[src/rtl/irq_pres_pkg.sv]
package irq_pres_pkg;
  typedef enum logic [2:0] {
    CMD_NONE = 3'd0,
    CMD_ACC  = 3'd1,
    CMD_EOI  = 3'd2,
    CMD_CPPR = 3'd3,
    CMD_MFRR = 3'd4,
    CMD_PRS  = 3'd5
  } cmd_e;
endpackage

[src/rtl/irq_pres_ipi.sv]
module irq_pres_ipi #(
  parameter int SRC_W  = 24,
  parameter int PRIO_W = 8
) (
  input  logic              run_i,
  input  logic [SRC_W-1:0]  xisr_i,
  input  logic [PRIO_W-1:0] pend_i,
  input  logic              own_i,
  input  logic [PRIO_W-1:0] lvl_i,
  output logic              take_o,
  output logic              bump_o
);
  logic busy;
  assign busy   = |xisr_i;
  // an equally or more favored pending interrupt keeps the slot
  assign take_o = run_i && !(busy && (pend_i <= lvl_i));
  assign bump_o = take_o && busy && own_i;
endmodule

[src/rtl/irq_pres_pulse.sv]
module irq_pres_pulse #(
  parameter int W = 24
) (
  input  logic         clk_i,
  input  logic         rst_ni,
  input  logic         valid_i,
  input  logic [W-1:0] data_i,
  output logic         valid_o,
  output logic [W-1:0] data_o
);
  always_ff @(posedge clk_i or negedge rst_ni) begin
    if (!rst_ni) begin
      valid_o <= 1'b0;
      data_o  <= '0;
    end else begin
      valid_o <= valid_i;
      data_o  <= valid_i ? data_i : '0;
    end
  end
endmodule

[src/rtl/irq_pres_core.sv]
module irq_pres_core
  import irq_pres_pkg::*;
#(
  parameter int SRC_W   = 24,
  parameter int PRIO_W  = 8,
  parameter int IPI_SRC = 2
) (
  input  cmd_e                     cmd_i,
  input  logic [SRC_W-1:0]         pres_src_i,
  input  logic [PRIO_W-1:0]        pres_prio_i,
  input  logic [PRIO_W-1:0]        prio_wdata_i,
  input  logic [PRIO_W+SRC_W-1:0]  eoi_wdata_i,
  input  logic [PRIO_W-1:0]        cppr_i,
  input  logic [SRC_W-1:0]         xisr_i,
  input  logic [PRIO_W-1:0]        pend_i,
  input  logic [PRIO_W-1:0]        mfrr_i,
  input  logic                     own_i,
  input  logic                     irq_i,
  output logic [PRIO_W-1:0]        cppr_o,
  output logic [SRC_W-1:0]         xisr_o,
  output logic [PRIO_W-1:0]        pend_o,
  output logic [PRIO_W-1:0]        mfrr_o,
  output logic                     own_o,
  output logic                     irq_o,
  output logic                     rej_o,
  output logic [SRC_W-1:0]         rej_src_o,
  output logic                     rs_o,
  output logic                     eoi_o,
  output logic [SRC_W-1:0]         eoi_src_o
);
  localparam logic [PRIO_W-1:0] PRIO_IDLE = '1;
  localparam logic [SRC_W-1:0]  IPI_NUM   = SRC_W'(IPI_SRC);

  logic              busy;
  logic              ipi_run;
  logic [PRIO_W-1:0] ipi_lvl;
  logic              ipi_take;
  logic              ipi_bump;
  logic [PRIO_W-1:0] eoi_cppr;

  assign busy     = |xisr_i;
  assign eoi_cppr = eoi_wdata_i[PRIO_W+SRC_W-1:SRC_W];

  // commands that run the check leave xisr/pend/own untouched beforehand
  always_comb begin
    ipi_run = 1'b0;
    ipi_lvl = mfrr_i;
    unique case (cmd_i)
      CMD_EOI:  ipi_run = mfrr_i < eoi_cppr;
      CMD_CPPR: ipi_run = (prio_wdata_i > cppr_i) && (mfrr_i < prio_wdata_i);
      CMD_MFRR: begin
        ipi_lvl = prio_wdata_i;
        ipi_run = prio_wdata_i < cppr_i;
      end
      default: ;
    endcase
  end

  irq_pres_ipi #(.SRC_W(SRC_W), .PRIO_W(PRIO_W)) u_ipi (
    .run_i  (ipi_run),
    .xisr_i (xisr_i),
    .pend_i (pend_i),
    .own_i  (own_i),
    .lvl_i  (ipi_lvl),
    .take_o (ipi_take),
    .bump_o (ipi_bump)
  );

  always_comb begin
    cppr_o    = cppr_i;
    xisr_o    = xisr_i;
    pend_o    = pend_i;
    mfrr_o    = mfrr_i;
    own_o     = own_i;
    irq_o     = irq_i;
    rej_o     = 1'b0;
    rej_src_o = '0;
    rs_o      = 1'b0;
    eoi_o     = 1'b0;
    eoi_src_o = '0;
    unique case (cmd_i)
      CMD_ACC: begin
        cppr_o = pend_i;
        xisr_o = '0;
        pend_o = PRIO_IDLE;
        own_o  = 1'b0;
        irq_o  = 1'b0;
      end
      CMD_EOI: begin
        cppr_o    = eoi_cppr;
        eoi_o     = 1'b1;
        eoi_src_o = eoi_wdata_i[SRC_W-1:0];
        rs_o      = 1'b1;
      end
      CMD_CPPR: begin
        cppr_o = prio_wdata_i;
        if (prio_wdata_i < cppr_i) begin
          if (busy && (prio_wdata_i <= pend_i)) begin
            xisr_o    = '0;
            pend_o    = PRIO_IDLE;
            irq_o     = 1'b0;
            own_o     = 1'b0;
            rej_o     = own_i;
            rej_src_o = own_i ? xisr_i : '0;
          end
        end else if (prio_wdata_i > cppr_i) begin
          rs_o = 1'b1;
        end
      end
      CMD_MFRR: mfrr_o = prio_wdata_i;
      CMD_PRS: begin
        if ((pres_prio_i >= cppr_i) || (busy && (pend_i <= pres_prio_i))) begin
          rej_o     = 1'b1;
          rej_src_o = pres_src_i;
        end else begin
          rej_o     = busy && own_i;
          rej_src_o = (busy && own_i) ? xisr_i : '0;
          xisr_o    = pres_src_i;
          pend_o    = pres_prio_i;
          own_o     = 1'b1;
          irq_o     = 1'b1;
        end
      end
      default: ;
    endcase
    if (ipi_take) begin
      rej_o     = ipi_bump;
      rej_src_o = ipi_bump ? xisr_i : '0;
      xisr_o    = IPI_NUM;
      pend_o    = ipi_lvl;
      own_o     = 1'b0;
      irq_o     = 1'b1;
    end
  end
endmodule

[src/rtl/irq_presenter.sv]
module irq_presenter
  import irq_pres_pkg::*;
#(
  parameter int SRC_W   = 24,
  parameter int PRIO_W  = 8,
  parameter int IPI_SRC = 2
) (
  input  logic                    clk_i,
  input  logic                    rst_ni,
  input  logic                    pres_valid_i,
  input  logic [SRC_W-1:0]        pres_src_i,
  input  logic [PRIO_W-1:0]       pres_prio_i,
  input  logic                    cppr_we_i,
  input  logic                    mfrr_we_i,
  input  logic [PRIO_W-1:0]       prio_wdata_i,
  input  logic                    accept_i,
  input  logic                    eoi_we_i,
  input  logic [PRIO_W+SRC_W-1:0] eoi_wdata_i,
  output logic [PRIO_W+SRC_W-1:0] xirr_o,
  output logic [PRIO_W-1:0]       pend_prio_o,
  output logic [PRIO_W-1:0]       mfrr_o,
  output logic                    irq_o,
  output logic                    reject_o,
  output logic [SRC_W-1:0]        reject_src_o,
  output logic                    resend_o,
  output logic                    eoi_o,
  output logic [SRC_W-1:0]        eoi_src_o
);
  localparam int XIRR_W = PRIO_W + SRC_W;
  localparam logic [PRIO_W-1:0] PRIO_IDLE = '1;
  localparam logic [SRC_W-1:0]  IPI_NUM   = SRC_W'(IPI_SRC);

  cmd_e              cmd;
  logic [PRIO_W-1:0] cppr_q, cppr_d;
  logic [SRC_W-1:0]  xisr_q, xisr_d;
  logic [PRIO_W-1:0] pend_q, pend_d;
  logic [PRIO_W-1:0] mfrr_q, mfrr_d;
  logic              own_q, own_d;
  logic              irq_q, irq_d;
  logic              rej_d, rs_d, eoi_d;
  logic [SRC_W-1:0]  rej_src_d, eoi_src_d;
  logic              rs_q;

  always_comb begin
    if (accept_i)          cmd = CMD_ACC;
    else if (eoi_we_i)     cmd = CMD_EOI;
    else if (cppr_we_i)    cmd = CMD_CPPR;
    else if (mfrr_we_i)    cmd = CMD_MFRR;
    else if (pres_valid_i) cmd = CMD_PRS;
    else                   cmd = CMD_NONE;
  end

  irq_pres_core #(.SRC_W(SRC_W), .PRIO_W(PRIO_W), .IPI_SRC(IPI_SRC)) u_core (
    .cmd_i        (cmd),
    .pres_src_i   (pres_src_i),
    .pres_prio_i  (pres_prio_i),
    .prio_wdata_i (prio_wdata_i),
    .eoi_wdata_i  (eoi_wdata_i),
    .cppr_i       (cppr_q),
    .xisr_i       (xisr_q),
    .pend_i       (pend_q),
    .mfrr_i       (mfrr_q),
    .own_i        (own_q),
    .irq_i        (irq_q),
    .cppr_o       (cppr_d),
    .xisr_o       (xisr_d),
    .pend_o       (pend_d),
    .mfrr_o       (mfrr_d),
    .own_o        (own_d),
    .irq_o        (irq_d),
    .rej_o        (rej_d),
    .rej_src_o    (rej_src_d),
    .rs_o         (rs_d),
    .eoi_o        (eoi_d),
    .eoi_src_o    (eoi_src_d)
  );

  always_ff @(posedge clk_i or negedge rst_ni) begin
    if (!rst_ni) begin
      cppr_q <= '0;
      xisr_q <= '0;
      pend_q <= PRIO_IDLE;
      mfrr_q <= PRIO_IDLE;
      own_q  <= 1'b0;
      irq_q  <= 1'b0;
      rs_q   <= 1'b0;
    end else begin
      cppr_q <= cppr_d;
      xisr_q <= xisr_d;
      pend_q <= pend_d;
      mfrr_q <= mfrr_d;
      own_q  <= own_d;
      irq_q  <= irq_d;
      rs_q   <= rs_d;
    end
  end

  irq_pres_pulse #(.W(SRC_W)) u_rej (
    .clk_i   (clk_i),
    .rst_ni  (rst_ni),
    .valid_i (rej_d),
    .data_i  (rej_src_d),
    .valid_o (reject_o),
    .data_o  (reject_src_o)
  );

  irq_pres_pulse #(.W(SRC_W)) u_eoi (
    .clk_i   (clk_i),
    .rst_ni  (rst_ni),
    .valid_i (eoi_d),
    .data_i  (eoi_src_d),
    .valid_o (eoi_o),
    .data_o  (eoi_src_o)
  );

  assign xirr_o      = XIRR_W'({cppr_q, xisr_q});
  assign pend_prio_o = pend_q;
  assign mfrr_o      = mfrr_q;
  assign irq_o       = irq_q;
  assign resend_o    = rs_q;

  AST_IDLE_ENCODING: assert property (@(posedge clk_i) disable iff (!rst_ni)
    (xisr_q == '0) |-> (pend_q == PRIO_IDLE && !irq_q));
  AST_BUSY_RAISES: assert property (@(posedge clk_i) disable iff (!rst_ni)
    (xisr_q != '0) |-> irq_q);
  AST_REFUSE_REJECTS: assert property (@(posedge clk_i) disable iff (!rst_ni)
    (cmd == CMD_PRS && pres_prio_i >= cppr_q) |=>
      (reject_o && reject_src_o == $past(pres_src_i) && $stable(xirr_o)));
  AST_ACCEPT_LOWERS: assert property (@(posedge clk_i) disable iff (!rst_ni)
    (cmd == CMD_ACC) |=>
      (!irq_o && xirr_o[SRC_W-1:0] == '0 && pend_prio_o == PRIO_IDLE));
  AST_EQUAL_CPPR_QUIET: assert property (@(posedge clk_i) disable iff (!rst_ni)
    (cmd == CMD_CPPR && prio_wdata_i == cppr_q) |=> (!resend_o && !reject_o));
  AST_MFRR_LOADS_IPI: assert property (@(posedge clk_i) disable iff (!rst_ni)
    (cmd == CMD_MFRR && prio_wdata_i < cppr_q && xisr_q == '0) |=>
      (xirr_o[SRC_W-1:0] == IPI_NUM && pend_prio_o == $past(prio_wdata_i) && irq_o));
  AST_EOI_NOTIFIES: assert property (@(posedge clk_i) disable iff (!rst_ni)
    (cmd == CMD_EOI) |=>
      (eoi_o && resend_o && eoi_src_o == $past(eoi_wdata_i[SRC_W-1:0])));
endmodule

[config.mk]
export PLATFORM = sky130hd
export DESIGN_NAME = irq_presenter
export DESIGN_NICKNAME = d
export VERILOG_FILES = /design/src/rtl/irq_pres_pkg.sv /design/src/rtl/irq_pres_ipi.sv /design/src/rtl/irq_pres_pulse.sv /design/src/rtl/irq_pres_core.sv /design/src/rtl/irq_presenter.sv
export SDC_FILE = /design/constraint.sdc
export NUM_CORES = 1
export LEC_CHECK = 0
export CORE_ASPECT_RATIO = 0.75
export CORE_MARGIN = 4
export CORE_UTILIZATION = 46
export DETAILED_ROUTE_END_ITERATION = 7
export GPL_ROUTABILITY_DRIVEN = 0
export PLACE_DENSITY = 0.81
export SKIP_LAST_GASP = 1
export SLEW_MARGIN = 25
export SYNTH_ARGS = -nofsm -noshare
export SYNTH_HDL_FRONTEND = slang
export SYNTH_SLANG_ARGS = --single-unit
[constraint.sdc]
create_clock -name clk_i -period 3.33 [get_ports clk_i]
set_input_delay 0.333 -clock clk_i [delete_from_list [all_inputs] [get_ports clk_i]]
set_output_delay 0.333 -clock clk_i [all_outputs]
set_load 0.05 [all_outputs]
# Yosys cells after proc, flatten, opt, wreduce, memory -nomap -nowiden

Index checks and enable logic that the tools add are counted.

Flip-flop bits (word level): 101
Output and inout port bits: 100

Reductions and logical operators: 14
Order comparisons: 8
Eq/ne operators: 8
Muxes and demuxes: 44

Operators by type and width:

| cell               | number |
|---|---|
| $mux 24            | 14 |
| $pmux 24 s3        | 1 |
| $pmux 24 s2        | 1 |
| $pmux 8 s3         | 2 |
| $mux 8             | 5 |
| $le 8x8->1         | 3 |
| $lt 8x8->1         | 3 |
| $reduce_or 24->1   | 1 |
| $mux 3             | 5 |
| $mux 1             | 12 |
| $ge 8x8->1         | 1 |
| $gt 8x8->1         | 1 |
| $logic_and 1x1->1  | 8 |
| $eq 3x2->1 const B | 2 |
| $eq 3x3->1 const B | 2 |
| $ne 3x2->1 const B | 2 |
| $pmux 1 s3         | 2 |
| $pmux 1 s2         | 2 |
| $reduce_and 4->1   | 1 |
| $reduce_bool 4->1  | 1 |
| $eq 3x1->1 const B | 1 |
| $ne 3x3->1 const B | 1 |
| $reduce_bool 3->1  | 1 |
| $logic_not 1->1    | 1 |
| $logic_or 1x1->1   | 1 |

# Depth between registers and ports, before layout

Word-level depth: 16
Gate-level depth with buffers: 14
Mapped depth without buffers: 11

# By module

A second synthesis with hierarchy kept.

Cells, all modules: 781
Area total of the unflattened synthesis: 7160.6 um^2

Modules (own cells, without submodules):

| module         | cells an instance | times used | area an instance (um^2) |
|---|---|---|---|
| irq_pres_core  | 580               | 1          | 3882.5 |
| irq_pres_pulse | 51                | 2          | 820.8 |
| irq_presenter  | 58                | 1          | 1333.8 |
| irq_pres_ipi   | 41                | 1          | 302.8 |

# Least setup slack after synthesis

No wires, ideal clock.

Kind: register to register
Start point: reg cppr_q[3]
End point: reg pend_q[4], in the netlist pend_prio_o[4]
Clock period less this slack: 3.053 ns
Arrival: 2.970 ns
Stages on the path, launching flop included: 11
Slack: 0.277 ns
Cells stage by stage: dfrtp_1 > inv_1 > ha_1 > and4b_1 > a211oi_2 > o21ai_1 > or4_4 > o31a_1 > o21a_1 > buf_6 > a221o_1

Longest elaborated chain between the ends: 6
Elaborated cells on any way between the ends: 13

RTL lines:

| item                                                | RTL line            | source |
|---|---|---|
| from (decl)                                         | irq_presenter.sv:34 | `logic [PRIO_W-1:0] cppr_q, cppr_d;` |
| from (signal assigned)                              | irq_presenter.sv:88 | `cppr_q <= cppr_d;` |
| $gt 8x8->1                                          | irq_pres_core.sv:50 | `CMD_CPPR: ipi_run = (prio_wdata_i > cppr_i) && (mfrr_i < prio_wdata_i);` |
| $logic_and 1x1->1                                   | irq_pres_core.sv:50 |  |
| $pmux 1 s3                                          | irq_pres_core.sv:48 | `unique case (cmd_i)` |
| $logic_and 1x1->1                                   | irq_pres_ipi.sv:16  | `assign take_o = run_i && !(busy && (pend_i <= lvl_i));` |
| $ne 3x3->1 (no source line) (tied with other cells) | -                   |  |
| $reduce_and 4->1 (no source line)                   | -                   |  |
| to (signal assigned)                                | irq_presenter.sv:90 | `pend_q <= pend_d;` |
| to (decl)                                           | irq_presenter.sv:36 | `logic [PRIO_W-1:0] pend_q, pend_d;` |

Parallel ways exist; a longest one is shown, timed or not.
A chain may end at the register's enable or synchronous reset.

# Final worst setup path

Start point: in eoi_we_i
End point: reg u_rej.data_o[17]

Longest elaborated chain between the ends: 13
Elaborated cells on any way between the ends: 20

RTL lines:

| item                            | RTL line             | source |
|---|---|---|
| from (decl)                     | irq_presenter.sv:17  | `input logic eoi_we_i,` |
| $mux 3 *                        | irq_presenter.sv:46  | `else if (eoi_we_i) cmd = CMD_EOI;` |
| $mux 3 *                        | irq_presenter.sv:45  | `if (accept_i) cmd = CMD_ACC;` |
| $eq 3x3->1                      | irq_pres_core.sv:48  |  |
| $mux 8                          | -                    |  |
| $le 8x8->1                      | irq_pres_ipi.sv:16   |  |
| $logic_and 1x1->1               | irq_pres_ipi.sv:16   |  |
| $logic_not 1->1                 | irq_pres_ipi.sv:16   |  |
| $logic_and 1x1->1               | irq_pres_ipi.sv:16   |  |
| $logic_and 1x1->1 (2 in series) | irq_pres_ipi.sv:17   | `assign bump_o = take_o && busy && own_i;` |
| $mux 24                         | irq_pres_core.sv:128 | `rej_src_o = ipi_bump ? xisr_i : '0;` |
| $mux 24                         | irq_pres_core.sv:126 | `if (ipi_take) begin` |
| $mux 24 *                       | irq_pres_pulse.sv:17 | `data_o <= valid_i ? data_i : '0;` |
| to (signal assigned)            | irq_pres_pulse.sv:17 |  |
| to (decl)                       | irq_pres_pulse.sv:9  | `output logic [W-1:0] data_o` |

Mark *: on every way between the ends. The rest lies on a longest branch, timed or not.

==> impl_metrics.csv <==
group,metric,value,unit
yosys,synth_top_area_share,0.407,
power_and_ir_drop,p_switching,1400,uW
setup_path,critPathBufInv,3,
route,routed_wl,15400,um
power_and_ir_drop,p_leak,0.00358,uW
setup_path,arrival,3.26,ns
yosys,avgSynthCellArea,10.8,sq um
yosys,yosys-top-cells-count,"85 x dfrtp_1, 54 x ha_1, 48 x inv_1, 46 x a22o_1, 27 x a21oi_1",
placement,dp_cells,804,
yosys,netlist_area,5230,sq um
layout,num_antenna_cells,0,
setup_path,cp_slowest_cell,"clkdlybuf4s50_1",
yosys,synthMostInstantiatedCell,"dfrtp_1",
sta,finalCriticalPeriod,3.03,ns
floorplan,rows,33,
status,outcome,"finished, final reports clean",
setup_path,crit_family,"compound AO/OA/AOI/OAI gates",
layout,nNetsFinal,808,
sta,max_freq,330,MHz
sta,fin_hold_ws,0.0397,ns
setup_path,cp_cell_sequence,"clkdlybuf4s50_1 -> nor2_1 -> and3_1 -> buf_4 -> mux2i_1 -> ha_1 -> a21oi_1 -> o21ai_0 -> o22ai_1 -> a21oi_1 -> o31a_1 -> buf_12 -> a22o_1",
yosys,ys_seq_area_frac,0.487,
global_routing,grt_usage,0.236,
setup_path,cpPeakStageDelay,0.43,ns
route,routed_via_density,5.61,
sta,max_slew.worst_pin.slew,0.778,ns
power_and_ir_drop,p_clk_frac,0.286,
clocking,insertion_delay,0.35,ns
global_routing,grt_pass1_vias,4753,
layout,drive_gt1_frac,0.0912,
floorplan,die_w,131,um
setup_path,crit_path_max_fanout,23,
yosys,synthCells,484,
clocking,h-tree-depth,3,
sta,setup_viol,0,
power_and_ir_drop,p_comb_frac,0.337,
clocking,cts_setup_buffers,0,
sta,finClkSkew,0.00937,ns
clocking,cts_tree,"done",
route,drtPass1Iterations,7,
route,wl_per_cell,18.8,um
layout,design_area,7620,sq um
global_routing,grt_max_degree,89,
setup_path,start_kind,"primary input",
clocking,clockBufferDepth,2,
sta,rsz0062_at_grt,"no",
setup_path,cp.required,3.56,ns
power_and_ir_drop,internal_power,2470,uW
sta,finalCritPeriodShare,0.910,
sta,setup_tns,0,ns
sta,slew_headroom,0.481,
global_routing,antenna_found_initial,0,
route,antenna_left,0,
placement,numPortBuffers,178,
setup_path,path_common_cell,"a21oi_1",
route,drtIter0Drc,251,
layout,fin_util,0.691,
sta,slew_violations,0,
route,drc,0,
yosys,synthTopCellsByArea,"dfrtp_1 41%, ha_1 13%, dfstp_2 8.0%",
floorplan,ios,179,
clocking,hold_buffers,0,
clocking,cts_root_buf,"clkbuf_16",
placement,place_hpwl,11700,um
floorplan,start_util,0.474,
clocking,clkTransAtPathRegs,0.07,ns
clocking,cts_inserted_buffers,9,
layout,fillerInstances,823,
floorplan,core_area,11000,sq um
global_routing,overflow,0,
setup_path,end_kind,"flop",
yosys,yosys_warnings,0,
layout,fin_cells,820,
yosys,synth_top_flop_cell,"dfrtp_1",
yosys,synth_async_sr_flop_share,1.00,
power_and_ir_drop,swShare,0.362,
yosys,synth-edff-count,0,
floorplan,design.die.area,13200,sq um
yosys,yosys.area.top_type,"dfrtp_1",
clocking,cts.sinks,101,
min_path,hold_class,"primary input to async pin",
layout,area_growth,45.8,%
yosys,ys_types,42,
route,vias,4598,
power_and_ir_drop,pwr-share-seq,0.377,
global_routing,grt_pass1_wl,24300,um
clocking,cts_resized,0,
placement,placed_area,7300,sq um
power_and_ir_drop,vdd_ir_drop_max,0.363,mV
setup_path,path_class,"primary input to flop",
yosys,synth-seq-cells,101,
sta,hold_viol_final,0,
yosys,synth_nets,617,
floorplan,die_h,100,um
flow_run,cap_violations,0,
power_and_ir_drop,power.density,508,nW/um^2
-- registers in the layout, indices dropped and copies added, names as in the netlist --
register / cells
xisr_q: 24
mfrr_o: 8
cppr_q: 8
u_rej.data_o: 24
u_rej.valid_o: 1
resend_o: 1
irq_o: 1
pend_prio_o: 8
u_eoi.valid_o: 1
u_eoi.data_o: 24
own_q: 1
-- power groups by stage --
stage                     combinational (uW)  clock (uW)  sequential [uW]
after global placement                  1240           0             1480
after CTS                               1300        1140             1460
after floorplan                          480           0             1750
after detailed placement                1290           0             1480
after global routing                    1410        1180             1470
final                                   1300        1110             1460
-- per-stage QoR --
step | power (uW) | worst slack (ns)
2_1_floorplan | 2230 | 0.277
3_3_place_gp | 2720 | 0.0896
6_report | 3870 | 0.301
3_5_place_dp | 2770 | -0.0379
5_1_grt | 4070 | 0.130
4_1_cts | 3900 | 0.332
-- cell type report --
type / instances / area (sq um) / share of cell area
clock buffers: 9 / 225 / 0.0295
clock inverters: 7 / 95.1 / 0.0125
well taps: 140 / 175 / 0.0230
repair buffers: 202 / 1990 / 0.261
inverters: 48 / 180 / 0.0236
flip-flops and latches: 101 / 2550 / 0.334
multi-input cells: 313 / 2410 / 0.316
-- cell usage in the layout, fill, tap and decap left out, types with 5 or more instances in the layout --
master           netlist  final
ha_1                  54     54
nand2_1               18     18
a221o_1                8      8
mux2i_1               15     15
nor4_1                 7      7
a21oi_1               27     27
nor2_1                24     24
inv_1                 48     48
and2_1                25     25
a211oi_1              12     12
clkbuf_16              0      9
a22o_1                46     46
buf_4                  0     22
a21o_1                 6      6
o21ai_0               21     21
dfrtp_1               85     85
o211ai_1               5      5
dfstp_2               16     16
clkdlybuf4s50_1        0    177
nand4_1               11     11
-- routing by layer --
layer | share of wire | global-route usage | wire (um)
met4 | 0.0087 | 0.0482 | 134
met5 | 0 | 0 | 0
met2 | 0.48 | 0.389 | 7350
met3 | 0.087 | 0.0660 | 1340
met1 | 0.43 | 0.312 | 6570
-- cell families after synthesis --
group	after synthesis	synth area share
buffers and inverters	70	0.0531
multiplexers	16	0.0309
flip-flops	101	0.487
AO/OA/AOI/OAI	137	0.191
AND/OR/NAND/NOR	106	0.109
adder cells (fa/ha/maj)	54	0.129
-- path summary, 6_finish.rpt --
kind,slack [ns],startpoint,cells after the start,end
worst max-delay path,0.30,eoi_we_i,13,u_rej.data_o[17]
min in group clk_i,0.47,own_q,1,own_q
worst max register to register,0.37,cppr_q[2],10,pend_prio_o[3]
worst min-delay path,0.04,rst_ni,1,u_eoi.data_o[3]
worst min register to register,0.47,own_q,1,own_q
max in group asynchronous,2.57,rst_ni,2,xisr_q[19]
No activity file was read; power rests on OpenSTA's default activity.
